[config.mk]
export PLATFORM = sky130hd
export DESIGN_NAME = sympwm_timer
export DESIGN_NICKNAME = d
export VERILOG_FILES = /design/src/rtl/sympwm_pkg.sv /design/src/rtl/sympwm_counter.sv /design/src/rtl/sympwm_regs.sv /design/src/rtl/sympwm_channel.sv /design/src/rtl/sympwm_timer.sv
export SDC_FILE = /design/constraint.sdc
export NUM_CORES = 1
export LEC_CHECK = 0
export ABC_AREA = 0
export BUFFER_PORTS_ARGS = -buffer_cell sky130_fd_sc_hd__buf_2
export CORE_UTILIZATION = 49
export CTS_CLUSTER_SIZE = 12
export DETAILED_ROUTE_END_ITERATION = 8
export GPL_ROUTABILITY_DRIVEN = 0
export PLACE_DENSITY_LB_ADDON = 0.08
export SYNTH_ARGS = -nofsm -noshare
export SYNTH_HDL_FRONTEND = slang
export SYNTH_SLANG_ARGS = --single-unit
[constraint.sdc]
create_clock -name clk -period 6.55 [get_ports clk]
set_input_delay 0.9825 -clock clk [delete_from_list [all_inputs] [get_ports clk]]
set_output_delay 0.9825 -clock clk [all_outputs]
set_load 0.01 [all_outputs]
[src/rtl/sympwm_pkg.sv]
package sympwm_pkg;
    typedef enum logic [1:0] {
        ST_IDLE = 2'd0,
        ST_UP   = 2'd1,
        ST_DOWN = 2'd2
    } cnt_state_e;

    typedef enum logic [1:0] {
        OM_HOLD   = 2'd0,
        OM_TOGGLE = 2'd1,
        OM_NONINV = 2'd2,
        OM_INV    = 2'd3
    } out_mode_e;

    localparam int unsigned TOP_FLOOR = 3;
endpackage

[src/rtl/sympwm_counter.sv]
module sympwm_counter
    import sympwm_pkg::*;
#(
    parameter int W = 16
) (
    input  logic         clk,
    input  logic         rst_n,
    input  logic         tick,
    input  logic [W-1:0] top_eff,
    input  logic         load_at_bottom,
    output logic [W-1:0] count,
    output logic [W-1:0] step_val,
    output logic         step_up,
    output logic         load_now,
    output logic         idle,
    output logic         at_top,
    output logic         at_bottom
);
    cnt_state_e   state_q, state_d;
    logic [W-1:0] cnt_q;

    // Next-state and next-count decision
    always_comb begin
        state_d  = state_q;
        step_val = cnt_q;
        step_up  = 1'b1;
        load_now = 1'b0;
        unique case (state_q)
            ST_IDLE: begin
                step_val = {{(W-1){1'b0}}, 1'b1};
                step_up  = 1'b1;
                state_d  = ST_UP;
            end
            ST_UP: begin
                if (cnt_q >= top_eff) begin
                    step_val = cnt_q - 1'b1;
                    step_up  = 1'b0;
                    state_d  = ST_DOWN;
                    load_now = tick && !load_at_bottom;
                end else begin
                    step_val = cnt_q + 1'b1;
                    step_up  = 1'b1;
                end
            end
            ST_DOWN: begin
                if (cnt_q == '0) begin
                    step_val = {{(W-1){1'b0}}, 1'b1};
                    step_up  = 1'b1;
                    state_d  = ST_UP;
                    load_now = tick && load_at_bottom;
                end else begin
                    step_val = cnt_q - 1'b1;
                    step_up  = 1'b0;
                end
            end
            default: state_d = ST_IDLE;
        endcase
    end

    // State register
    always_ff @(posedge clk or negedge rst_n) begin
        if (!rst_n) begin
            state_q <= ST_IDLE;
            cnt_q   <= '0;
        end else if (tick) begin
            state_q <= state_d;
            cnt_q   <= step_val;
        end
    end

    // Output flags
    always_ff @(posedge clk or negedge rst_n) begin
        if (!rst_n) begin
            at_top    <= 1'b0;
            at_bottom <= 1'b0;
        end else begin
            at_top    <= tick && step_up && (step_val == top_eff);
            at_bottom <= tick && !step_up && (step_val == '0);
        end
    end

    assign count = cnt_q;
    assign idle  = (state_q == ST_IDLE);

    AST_UNIT_STEP: assert property (@(posedge clk) disable iff (!rst_n)
        (tick && state_q != ST_IDLE) |=> (count == $past(count) + 1 || count == $past(count) - 1));
    AST_FROZEN_NO_TICK: assert property (@(posedge clk) disable iff (!rst_n)
        !tick |=> $stable(count));
    AST_FLAGS_EXCLUSIVE: assert property (@(posedge clk) disable iff (!rst_n)
        !(at_top && at_bottom));
    AST_TOP_SINGLE_PULSE: assert property (@(posedge clk) disable iff (!rst_n)
        at_top |=> !at_top);
endmodule

[src/rtl/sympwm_regs.sv]
module sympwm_regs
    import sympwm_pkg::*;
#(
    parameter int          W       = 16,
    parameter int          NCH     = 2,
    parameter int          SELW    = 2,
    parameter logic [W-1:0] TOP_RST = '1
) (
    input  logic                  clk,
    input  logic                  rst_n,
    input  logic                  wr_en,
    input  logic [SELW-1:0]       wr_sel,
    input  logic [W-1:0]          wr_data,
    input  logic                  load_en,
    input  logic                  top_from_a,
    output logic [W-1:0]          top_eff,
    output logic [NCH-1:0][W-1:0] cmp_act
);
    logic [W-1:0]          top_buf, top_act, top_src;
    logic [NCH-1:0][W-1:0] cmp_buf;

    always_ff @(posedge clk or negedge rst_n) begin
        if (!rst_n) begin
            top_buf <= TOP_RST;
            top_act <= TOP_RST;
        end else begin
            if (wr_en && wr_sel == '0) top_buf <= wr_data;
            if (load_en) top_act <= top_buf;
        end
    end

    for (genvar g = 0; g < NCH; g++) begin : g_cmp
        always_ff @(posedge clk or negedge rst_n) begin
            if (!rst_n) begin
                cmp_buf[g] <= '0;
                cmp_act[g] <= '0;
            end else begin
                if (wr_en && wr_sel == SELW'(g + 1)) cmp_buf[g] <= wr_data;
                if (load_en) cmp_act[g] <= cmp_buf[g];
            end
        end
    end

    assign top_src = top_from_a ? cmp_act[0] : top_act;
    assign top_eff = (top_src < W'(TOP_FLOOR)) ? W'(TOP_FLOOR) : top_src;

    AST_TOP_HELD_UNTIL_LOAD: assert property (@(posedge clk) disable iff (!rst_n)
        !load_en |=> $stable(top_act));
    AST_CMPA_HELD_UNTIL_LOAD: assert property (@(posedge clk) disable iff (!rst_n)
        !load_en |=> $stable(cmp_act[0]));
    AST_TOP_FLOOR: assert property (@(posedge clk) disable iff (!rst_n)
        top_eff >= W'(TOP_FLOOR));
endmodule

[src/rtl/sympwm_channel.sv]
module sympwm_channel
    import sympwm_pkg::*;
#(
    parameter int W    = 16,
    parameter int IS_A = 0
) (
    input  logic         clk,
    input  logic         rst_n,
    input  logic         step,
    input  logic [W-1:0] step_val,
    input  logic         step_up,
    input  logic [W-1:0] cmp,
    input  logic [W-1:0] top_eff,
    input  logic [1:0]   mode,
    input  logic         top_from_a,
    output logic         pwm
);
    out_mode_e md;
    logic      hit, tgl_ok, pwm_d;

    assign md     = out_mode_e'(mode);
    assign hit    = (step_val == cmp);
    assign tgl_ok = (IS_A != 0) && top_from_a;

    always_comb begin
        pwm_d = pwm;
        unique case (md)
            OM_HOLD:   pwm_d = pwm;
            OM_TOGGLE: if (tgl_ok && step_up && hit) pwm_d = ~pwm;
            OM_NONINV: begin
                if (cmp == '0)             pwm_d = 1'b0;
                else if (cmp >= top_eff)   pwm_d = 1'b1;
                else if (hit)              pwm_d = ~step_up;
            end
            OM_INV: begin
                if (cmp == '0)             pwm_d = 1'b1;
                else if (cmp >= top_eff)   pwm_d = 1'b0;
                else if (hit)              pwm_d = step_up;
            end
            default: pwm_d = pwm;
        endcase
    end

    always_ff @(posedge clk or negedge rst_n) begin
        if (!rst_n)    pwm <= 1'b0;
        else if (step) pwm <= pwm_d;
    end

    AST_HOLD_MODE_STABLE: assert property (@(posedge clk) disable iff (!rst_n)
        (step && md == OM_HOLD) |=> $stable(pwm));
    AST_ZERO_CMP_LOW: assert property (@(posedge clk) disable iff (!rst_n)
        (step && md == OM_NONINV && cmp == '0) |=> !pwm);
    AST_ZERO_CMP_INV_HIGH: assert property (@(posedge clk) disable iff (!rst_n)
        (step && md == OM_INV && cmp == '0) |=> pwm);
endmodule

[src/rtl/sympwm_timer.sv]
module sympwm_timer
    import sympwm_pkg::*;
#(
    parameter int           W       = 16,
    parameter int           NCH     = 2,
    parameter logic [W-1:0] TOP_RST = '1,
    localparam int          SELW    = $clog2(NCH + 1)
) (
    input  logic              clk,
    input  logic              rst_n,
    input  logic              tick,
    input  logic              wr_en,
    input  logic [SELW-1:0]   wr_sel,
    input  logic [W-1:0]      wr_data,
    input  logic              load_at_bottom,
    input  logic              top_from_a,
    input  logic [2*NCH-1:0]  out_mode,
    output logic [NCH-1:0]    pwm_out,
    output logic [W-1:0]      count,
    output logic              at_top,
    output logic              at_bottom
);
    logic [W-1:0]          top_eff, step_val;
    logic [NCH-1:0][W-1:0] cmp_act;
    logic                  step_up, load_now, idle;

    sympwm_counter #(.W(W)) u_counter (
        .clk(clk), .rst_n(rst_n), .tick(tick), .top_eff(top_eff),
        .load_at_bottom(load_at_bottom), .count(count), .step_val(step_val),
        .step_up(step_up), .load_now(load_now), .idle(idle),
        .at_top(at_top), .at_bottom(at_bottom)
    );

    sympwm_regs #(.W(W), .NCH(NCH), .SELW(SELW), .TOP_RST(TOP_RST)) u_regs (
        .clk(clk), .rst_n(rst_n), .wr_en(wr_en), .wr_sel(wr_sel),
        .wr_data(wr_data), .load_en(load_now || idle), .top_from_a(top_from_a),
        .top_eff(top_eff), .cmp_act(cmp_act)
    );

    for (genvar c = 0; c < NCH; c++) begin : g_ch
        sympwm_channel #(.W(W), .IS_A(c == 0 ? 1 : 0)) u_ch (
            .clk(clk), .rst_n(rst_n), .step(tick), .step_val(step_val),
            .step_up(step_up), .cmp(cmp_act[c]), .top_eff(top_eff),
            .mode(out_mode[2*c +: 2]), .top_from_a(top_from_a), .pwm(pwm_out[c])
        );
    end

    AST_COUNT_RESET_ZERO: assert property (@(posedge clk) disable iff (!rst_n)
        (idle && !tick) |=> count == '0);
endmodule

; Yosys cells after proc, flatten, opt, wreduce, memory -nomap -nowiden
; Index checks and enable logic that the tools add are counted.
[totals]
reg_bits = 118
latch_bits = 0
ram_bits = 0
rom_bits = 0
in_bits = 28
out_inout_bits = 20
mem_count = 0
[classes]
add_sub_neg = 2
n_mul = 0
div = 0
order_cmp = 4
eq_ne = 20
shift = 0
muxes = 29
bitwise_logic = 4
n_reduce_logical = 26
[op_table]
columns = operator, count
row1 = logical NOT 16 bit, 4
row2 = two-way mux 16 bit, 4
row3 = equality test 16 bit, 3
row4 = greater-or-equal comparator 16 bit, 3
row5 = one-hot mux 16 bit (3 select lines), 1
row6 = two-way mux 1 bit, 17
row7 = "adder 16 x 1 -> 16 bit, second input constant", 1
row8 = "< comparator 16 x 2 -> 1 bit, second input constant", 1
row9 = "!= test 4 x 1 -> 1 bit, second input constant", 4
row10 = "subtractor 16 x 1 -> 16 bit, second input constant", 1
row11 = "equality test 2 bit, second input constant", 6
row12 = logical AND 1 bit, 11
row13 = "equality test 2 x 1 -> 1 bit, second input constant", 4
row14 = logical NOT 2 bit, 4
row15 = "!= test 2 x 1 -> 1 bit, second input constant", 3
row16 = one-hot mux 1 bit (2 select lines), 3
row17 = one-hot mux 2 bit (3 select lines), 1
row18 = AND reduction 5 bit, 1
row19 = two-way mux 2 bit, 2
row20 = NOT 1 bit, 4
row21 = AND reduction 4 bit, 1
row22 = one-hot mux 1 bit (3 select lines), 1
row23 = AND reduction 3 bit, 1
row24 = logical NOT 1 bit, 2
row25 = other kinds (2), 2

; Logic depth before layout (Yosys ltp)
[logic_depth]
word_depth = 11
depth_mapped = 19
mapped_depth_nobuf = 17

; Modules after synthesis
; From an unflattened synthesis, not the netlist that was laid out.
[unflattened]
cells_unflattened = 785
hier_area_um2 = 8137.8
[modules_own_cells]
columns = module, n_inst, cells_each, area_per_inst_um2, seq_area_each_um2
row1 = sympwm_regs, 1, 238, 3905.0, 2442.3
row2 = sympwm_counter, 1, 365, 2798.9, 500.5
row3 = sympwm_channel at g_ch[1].u_ch, 1, 89, 716.9, 25.0
row4 = sympwm_channel at g_ch[0].u_ch, 1, 92, 710.7, 25.0
row5 = sympwm_timer, 1, 1, 6.3, 0.0

; Worst setup path before layout
; OpenSTA, ideal clock, no wires.
[synth_timing]
kind = input to register
startpoint = input top_from_a
endpoint = register g_ch[1].u_ch.pwm
setup_ps = 128
arrival_ps = 5546
slack_ps = 877
path_stages = 18
n_path_buf = 2
path_cell_list = clkbuf_1 mux2i_1 nand4_1 nor4_1 a211oi_1 ha_1 and3_1 o21ai_0 a311o_1 buf_2 nand4_1 or3_1 o2111ai_1 xor2_1 a2111oi_0 nand4_1 a21oi_1 mux2_1
[synth_via]
elab_chain_len = 11
word_cells_on_any_way = 21
cone_classes = order compare (3) / eq/ne (3) / mux (13) / bitwise (1) / reduce/logical (1)
[synth_rtl]
columns = element, line_no
row1 = from (decl), sympwm_timer.sv:16  ; input logic top_from_a,
row2 = two-way mux 16 bit *, sympwm_regs.sv:44  ; assign top_src = top_from_a ? cmp_act[0] : top_act;
row3 = < comparator 16 x 2 -> 1 bit, sympwm_regs.sv:45  ; assign top_eff = (top_src < W'(TOP_FLOOR)) ? W'(TOP_FLOOR) : top_src;
row4 = two-way mux 16 bit *, sympwm_regs.sv:45
row5 = "parallel branches: the longest is 8 deep, another holds greater-or-equal comparator 16 bit", -
row6 = to (signal assigned), sympwm_channel.sv:46  ; else if (step) pwm <= pwm_d;
row7 = to (decl), sympwm_channel.sv:16  ; output logic pwm
; Every way passes the cells marked *. The select of a mux whose other input is x is not followed.
; A chain may end at the register's enable or synchronous reset.

; Worst setup path after layout
; Ends and elaborated chain as after synthesis.

==> run_summary.xml <==
<?xml version="1.0" encoding="UTF-8"?>
<metrics>
  <group name="cts">
    <metric name="cts_resized" unit="">0</metric>
    <metric name="htreeDepth" unit="">4</metric>
    <metric name="number_of_buffers_added_for_setup_after_cts" unit="">0</metric>
    <metric name="clkLatencyLatePin" unit="ns">0.43</metric>
    <metric name="clkTransAtPathRegs" unit="ns">0.05</metric>
    <metric name="cts_made_buffers" unit="">17</metric>
    <metric name="cts.sinks" unit="">118</metric>
    <metric name="cts_root_buffer" unit="">sky130_fd_sc_hd__clkbuf_16</metric>
    <metric name="cts-root-to-sink-buffers" unit="">2</metric>
    <metric name="tritoncts" unit="">built</metric>
    <metric name="cts_hold_repair.buffers" unit="">0</metric>
  </group>
  <group name="logic_synthesis">
    <metric name="synth_top_cell_area_share" unit="%">26.16</metric>
    <metric name="post_synth_num_cell_types" unit="">89</metric>
    <metric name="yosysSeqAreaShare" unit="%">36.37</metric>
    <metric name="synth_area_per_cell" unit="sq um">10.69</metric>
    <metric name="asyncSetResetFlopFracSynth" unit="%">100.0</metric>
    <metric name="ys_warn_count" unit="">0</metric>
    <metric name="syn_nets" unit="">852</metric>
    <metric name="dominant_cell_type_by_area_after_synthesis" unit="">sky130_fd_sc_hd__dfrtp_1</metric>
    <metric name="post_synth_inst_count" unit="">770</metric>
    <metric name="synth_flop_type" unit="">sky130_fd_sc_hd__dfrtp_1</metric>
    <metric name="netlist_area" unit="sq mm">0.008228</metric>
    <metric name="synth_edf_count" unit="">0</metric>
    <metric name="synth.ff_latch_count" unit="">118</metric>
    <metric name="netlist_top_cells_area" unit="">sky130_fd_sc_hd__dfrtp_1, sky130_fd_sc_hd__mux2_2, sky130_fd_sc_hd__dfstp_2, sky130_fd_sc_hd__ha_1, sky130_fd_sc_hd__xnor2_1</metric>
  </group>
  <group name="cells_and_area">
    <metric name="area.growth.synth_to_final" unit="%">13.52</metric>
    <metric name="final_net_count" unit="">904</metric>
    <metric name="antenna-diode-count" unit="">0</metric>
    <metric name="post_route_cells_drive_above_1_share" unit="%">32.34</metric>
    <metric name="leading_cell_type_in_the_layout_fill_and_taps_excluded" unit="">sky130_fd_sc_hd__mux2_2</metric>
    <metric name="layout.cells.most_common_list" unit="">sky130_fd_sc_hd__mux2_2, sky130_fd_sc_hd__dfrtp_1, sky130_fd_sc_hd__ha_1</metric>
  </group>
  <group name="power_and_ir_drop">
    <metric name="power.static_leakage" unit="nW">3.913</metric>
    <metric name="p_per_cell_area" unit="mW/mm^2">584.9</metric>
    <metric name="vdd_drop_max" unit="mV">0.2446</metric>
  </group>
  <group name="grt">
    <metric name="antenna_found_initial" unit="">0</metric>
    <metric name="overall_fraction_of_global_route_tracks_in_use" unit="%">29.24</metric>
    <metric name="grt_overflow" unit="">0</metric>
    <metric name="first_global_vias" unit="">6725</metric>
    <metric name="pin_count_of_the_biggest_net_entering_global_routing" unit="">77</metric>
    <metric name="first_pass_grt_wire_length" unit="um">38560</metric>
  </group>
  <group name="sta">
    <metric name="finalSetupViolCount" unit="">0</metric>
    <metric name="post-route-worst-setup-slack" unit="ns">0.5109</metric>
    <metric name="setup-tns-final" unit="ns">0</metric>
    <metric name="rsz0062_at_grt" unit="">false</metric>
    <metric name="max-slew-margin-rel" unit="%">31.49</metric>
    <metric name="max_clock_freq" unit="MHz">165.6</metric>
    <metric name="layout_worst_path_cycle_share" unit="%">92.20</metric>
    <metric name="post-route-min-period" unit="ns">6.039</metric>
    <metric name="final_hold_vio_count" unit="">0</metric>
    <metric name="finalMaxSlewViolations" unit="">0</metric>
    <metric name="finClkSkew" unit="ns">0.01464</metric>
    <metric name="worst_pin_slew" unit="ns">1.025</metric>
  </group>
  <group name="route">
    <metric name="residual_antenna_violating_net_count_after_detailed_routing" unit="">0</metric>
    <metric name="drt-wirelength-per-cell" unit="um">22.93</metric>
    <metric name="dr_vias" unit="">6766</metric>
    <metric name="vias_per_cell" unit="">6.413</metric>
    <metric name="drt_drc_violations_left" unit="">0</metric>
    <metric name="wirelength" unit="um">24190</metric>
    <metric name="drt-initial-drc-count" unit="">693</metric>
    <metric name="drt_pass_1_iters" unit="">5</metric>
  </group>
  <group name="setup_path">
    <metric name="critPathMostFrequentCell" unit="">sky130_fd_sc_hd__nand4_1</metric>
    <metric name="critical_path.n_buffers_inverters" unit="">1</metric>
    <metric name="rr_startpoint" unit="">u_regs.cmp_act[10]$_DFFE_PN0P_</metric>
    <metric name="endpoint_kind" unit="">flip-flop</metric>
    <metric name="max_incr_delay_on_cp" unit="ns">0.85</metric>
    <metric name="worst-setup-path-type" unit="">in -&gt; reg</metric>
    <metric name="worst-endpoint-required" unit="ns">6.85</metric>
    <metric name="cp.depth" unit="">17</metric>
    <metric name="path_cells" unit="">buf_2 -&gt; mux2i_1 -&gt; nand4_1 -&gt; nor4_1 -&gt; a211oi_1 -&gt; ha_1 -&gt; and3_1 -&gt; o21ai_0 -&gt; a311oi_4 -&gt; nor3_2 -&gt; mux2i_4 -&gt; xor2_1 -&gt; o211ai_1 -&gt; a2111oi_0 -&gt; nand4_1 -&gt; a21oi_1 -&gt; mux2_1</metric>
    <metric name="worst-endpoint-arrival" unit="ns">6.34</metric>
    <metric name="critical_path.top_delay_family" unit="">simple AND/OR/NAND/NOR gates</metric>
    <metric name="r2r_end" unit="">g_ch[1].u_ch.pwm$_DFFE_PN0P_</metric>
    <metric name="critPathLaunch" unit="">top_from_a</metric>
    <metric name="cp_slowest_cell" unit="">sky130_fd_sc_hd__nor3_2</metric>
    <metric name="crit_end" unit="">g_ch[1].u_ch.pwm$_DFFE_PN0P_</metric>
    <metric name="r2r_slack" unit="ns">1.02</metric>
    <metric name="worst-path-max-fanout" unit="">20</metric>
    <metric name="reg2reg_depth" unit="">16</metric>
    <metric name="startpoint_type" unit="">input port</metric>
  </group>
  <group name="die">
    <metric name="fp-row-count" unit="">47</metric>
    <metric name="die_width" unit="um">131.6</metric>
    <metric name="chipHeight" unit="um">131.6</metric>
    <metric name="core_area" unit="sq mm">0.01647</metric>
    <metric name="design.portCount" unit="">48</metric>
    <metric name="die_area" unit="sq mm">0.01731</metric>
    <metric name="initial_utilization" unit="%">49.97</metric>
  </group>
  <group name="hold_path">
    <metric name="hold_path.class" unit="">reg -&gt; reg</metric>
    <metric name="hold_path_depth" unit="">1</metric>
  </group>
  <group name="placed_design">
    <metric name="place_hpwl" unit="um">17960</metric>
    <metric name="io_buffer_count" unit="">47</metric>
    <metric name="post_placement_setup_slack" unit="ns">0.2408</metric>
  </group>
  <group name="flow_run">
    <metric name="maxCapViolCount" unit="">0</metric>
  </group>
  <group name="run_status">
    <metric name="result_of_the_run" unit="">complete, no violations</metric>
  </group>
</metrics>
[layer usage]
metal | track usage [%] | wire, um | vias up | share of wire (%)
li1 | - | - | 3040 | -
met1 | 36.83 | 10260 | 3367 | 42
met2 | 48.09 | 11750 | 286 | 49
met3 | 5.170 | 1199 | 73 | 5.0
met4 | 14.92 | 977 | 0 | 4.0
met5 | 0 | 0 | - | 0
[state kept, by name, indices dropped and copies added, names as in the netlist]
register,count
g_ch.u_ch.pwm,2
u_counter.at_top,1
u_regs.top_act,16
u_counter.at_bottom,1
u_counter.count,16
u_regs.cmp_act,32
u_regs.top_buf,16
u_counter.state_q,2
u_regs.cmp_buf,32
[area by class of cell]
type,count,area [sq um]
tap,220,275.3
multi-input combinational,594,4975
sequential,118,2993
timing repair buffer,72,425.4
inverter,19,71.32
fill,1479,7126
clock inverter,10,146.4
clock buffer,22,454.2
[stage by stage]
step           cells  power (W)  util [%]  hold slack (ns)  cell area (sq um)
2_1_floorplan    770   0.003511         -           0.4594               8228
3_3_place_gp    1023   0.004378     53.08           0.4808               8740
3_5_place_dp    1023   0.004469     53.08           0.4913               8740
4_1_cts         1055   0.005439     56.72           0.5000               9340
5_1_grt         1055   0.005807     56.72           0.5138               9340
6_report        1055   0.005463     56.72           0.4956               9340
[worst min path at each step]
stage	startpoint	end	slack (ns)
floorplan	g_ch[1].u_ch.pwm$_DFFE_PN0P_	g_ch[1].u_ch.pwm$_DFFE_PN0P_	0.46
global placement	u_regs.cmp_buf[13]$_DFFE_PN0P_	u_regs.cmp_act[13]$_DFFE_PN0P_	0.48
detailed placement	u_regs.cmp_buf[29]$_DFFE_PN0P_	u_regs.cmp_buf[29]$_DFFE_PN0P_	0.49
CTS	u_regs.cmp_buf[9]$_DFFE_PN0P_	u_regs.cmp_act[9]$_DFFE_PN0P_	0.50
global route	u_regs.cmp_buf[26]$_DFFE_PN0P_	u_regs.cmp_buf[26]$_DFFE_PN0P_	0.51
finish	u_regs.cmp_buf[9]$_DFFE_PN0P_	u_regs.cmp_act[9]$_DFFE_PN0P_	0.50
[power by group]
group,switching [W],leakage [nW],internal [W],total [W]
Sequential,0.000482,1.37,0.00104,0.00153
Clock,0.000336,0.278,0.000610,0.000946
Combinational,0.00167,2.26,0.00133,0.00299
[kinds of logic after synthesis]
logic type      synth area share (%)
compound gates                 14.95
xor+xnor                       5.642
fa+ha+maj                      8.212
buf+inv                        3.406
flops                          36.37
mux                            16.80
simple gates                   14.61
[Yosys cell counts (19+ instances only)]
cell	instances
sky130_fd_sc_hd__nand4_1	28
sky130_fd_sc_hd__xor2_1	23
sky130_fd_sc_hd__a21oi_1	25
sky130_fd_sc_hd__nor4_1	20
sky130_fd_sc_hd__mux2_2	102
sky130_fd_sc_hd__nor2_1	33
sky130_fd_sc_hd__inv_1	19
sky130_fd_sc_hd__o21ai_0	23
sky130_fd_sc_hd__xnor2_1	30
sky130_fd_sc_hd__clkbuf_1	22
sky130_fd_sc_hd__dfrtp_1	86
sky130_fd_sc_hd__mux2i_1	20
sky130_fd_sc_hd__nand2_1	34
sky130_fd_sc_hd__ha_1	54
sky130_fd_sc_hd__dfstp_2	32
No activity file was read; power rests on OpenSTA's default activity.
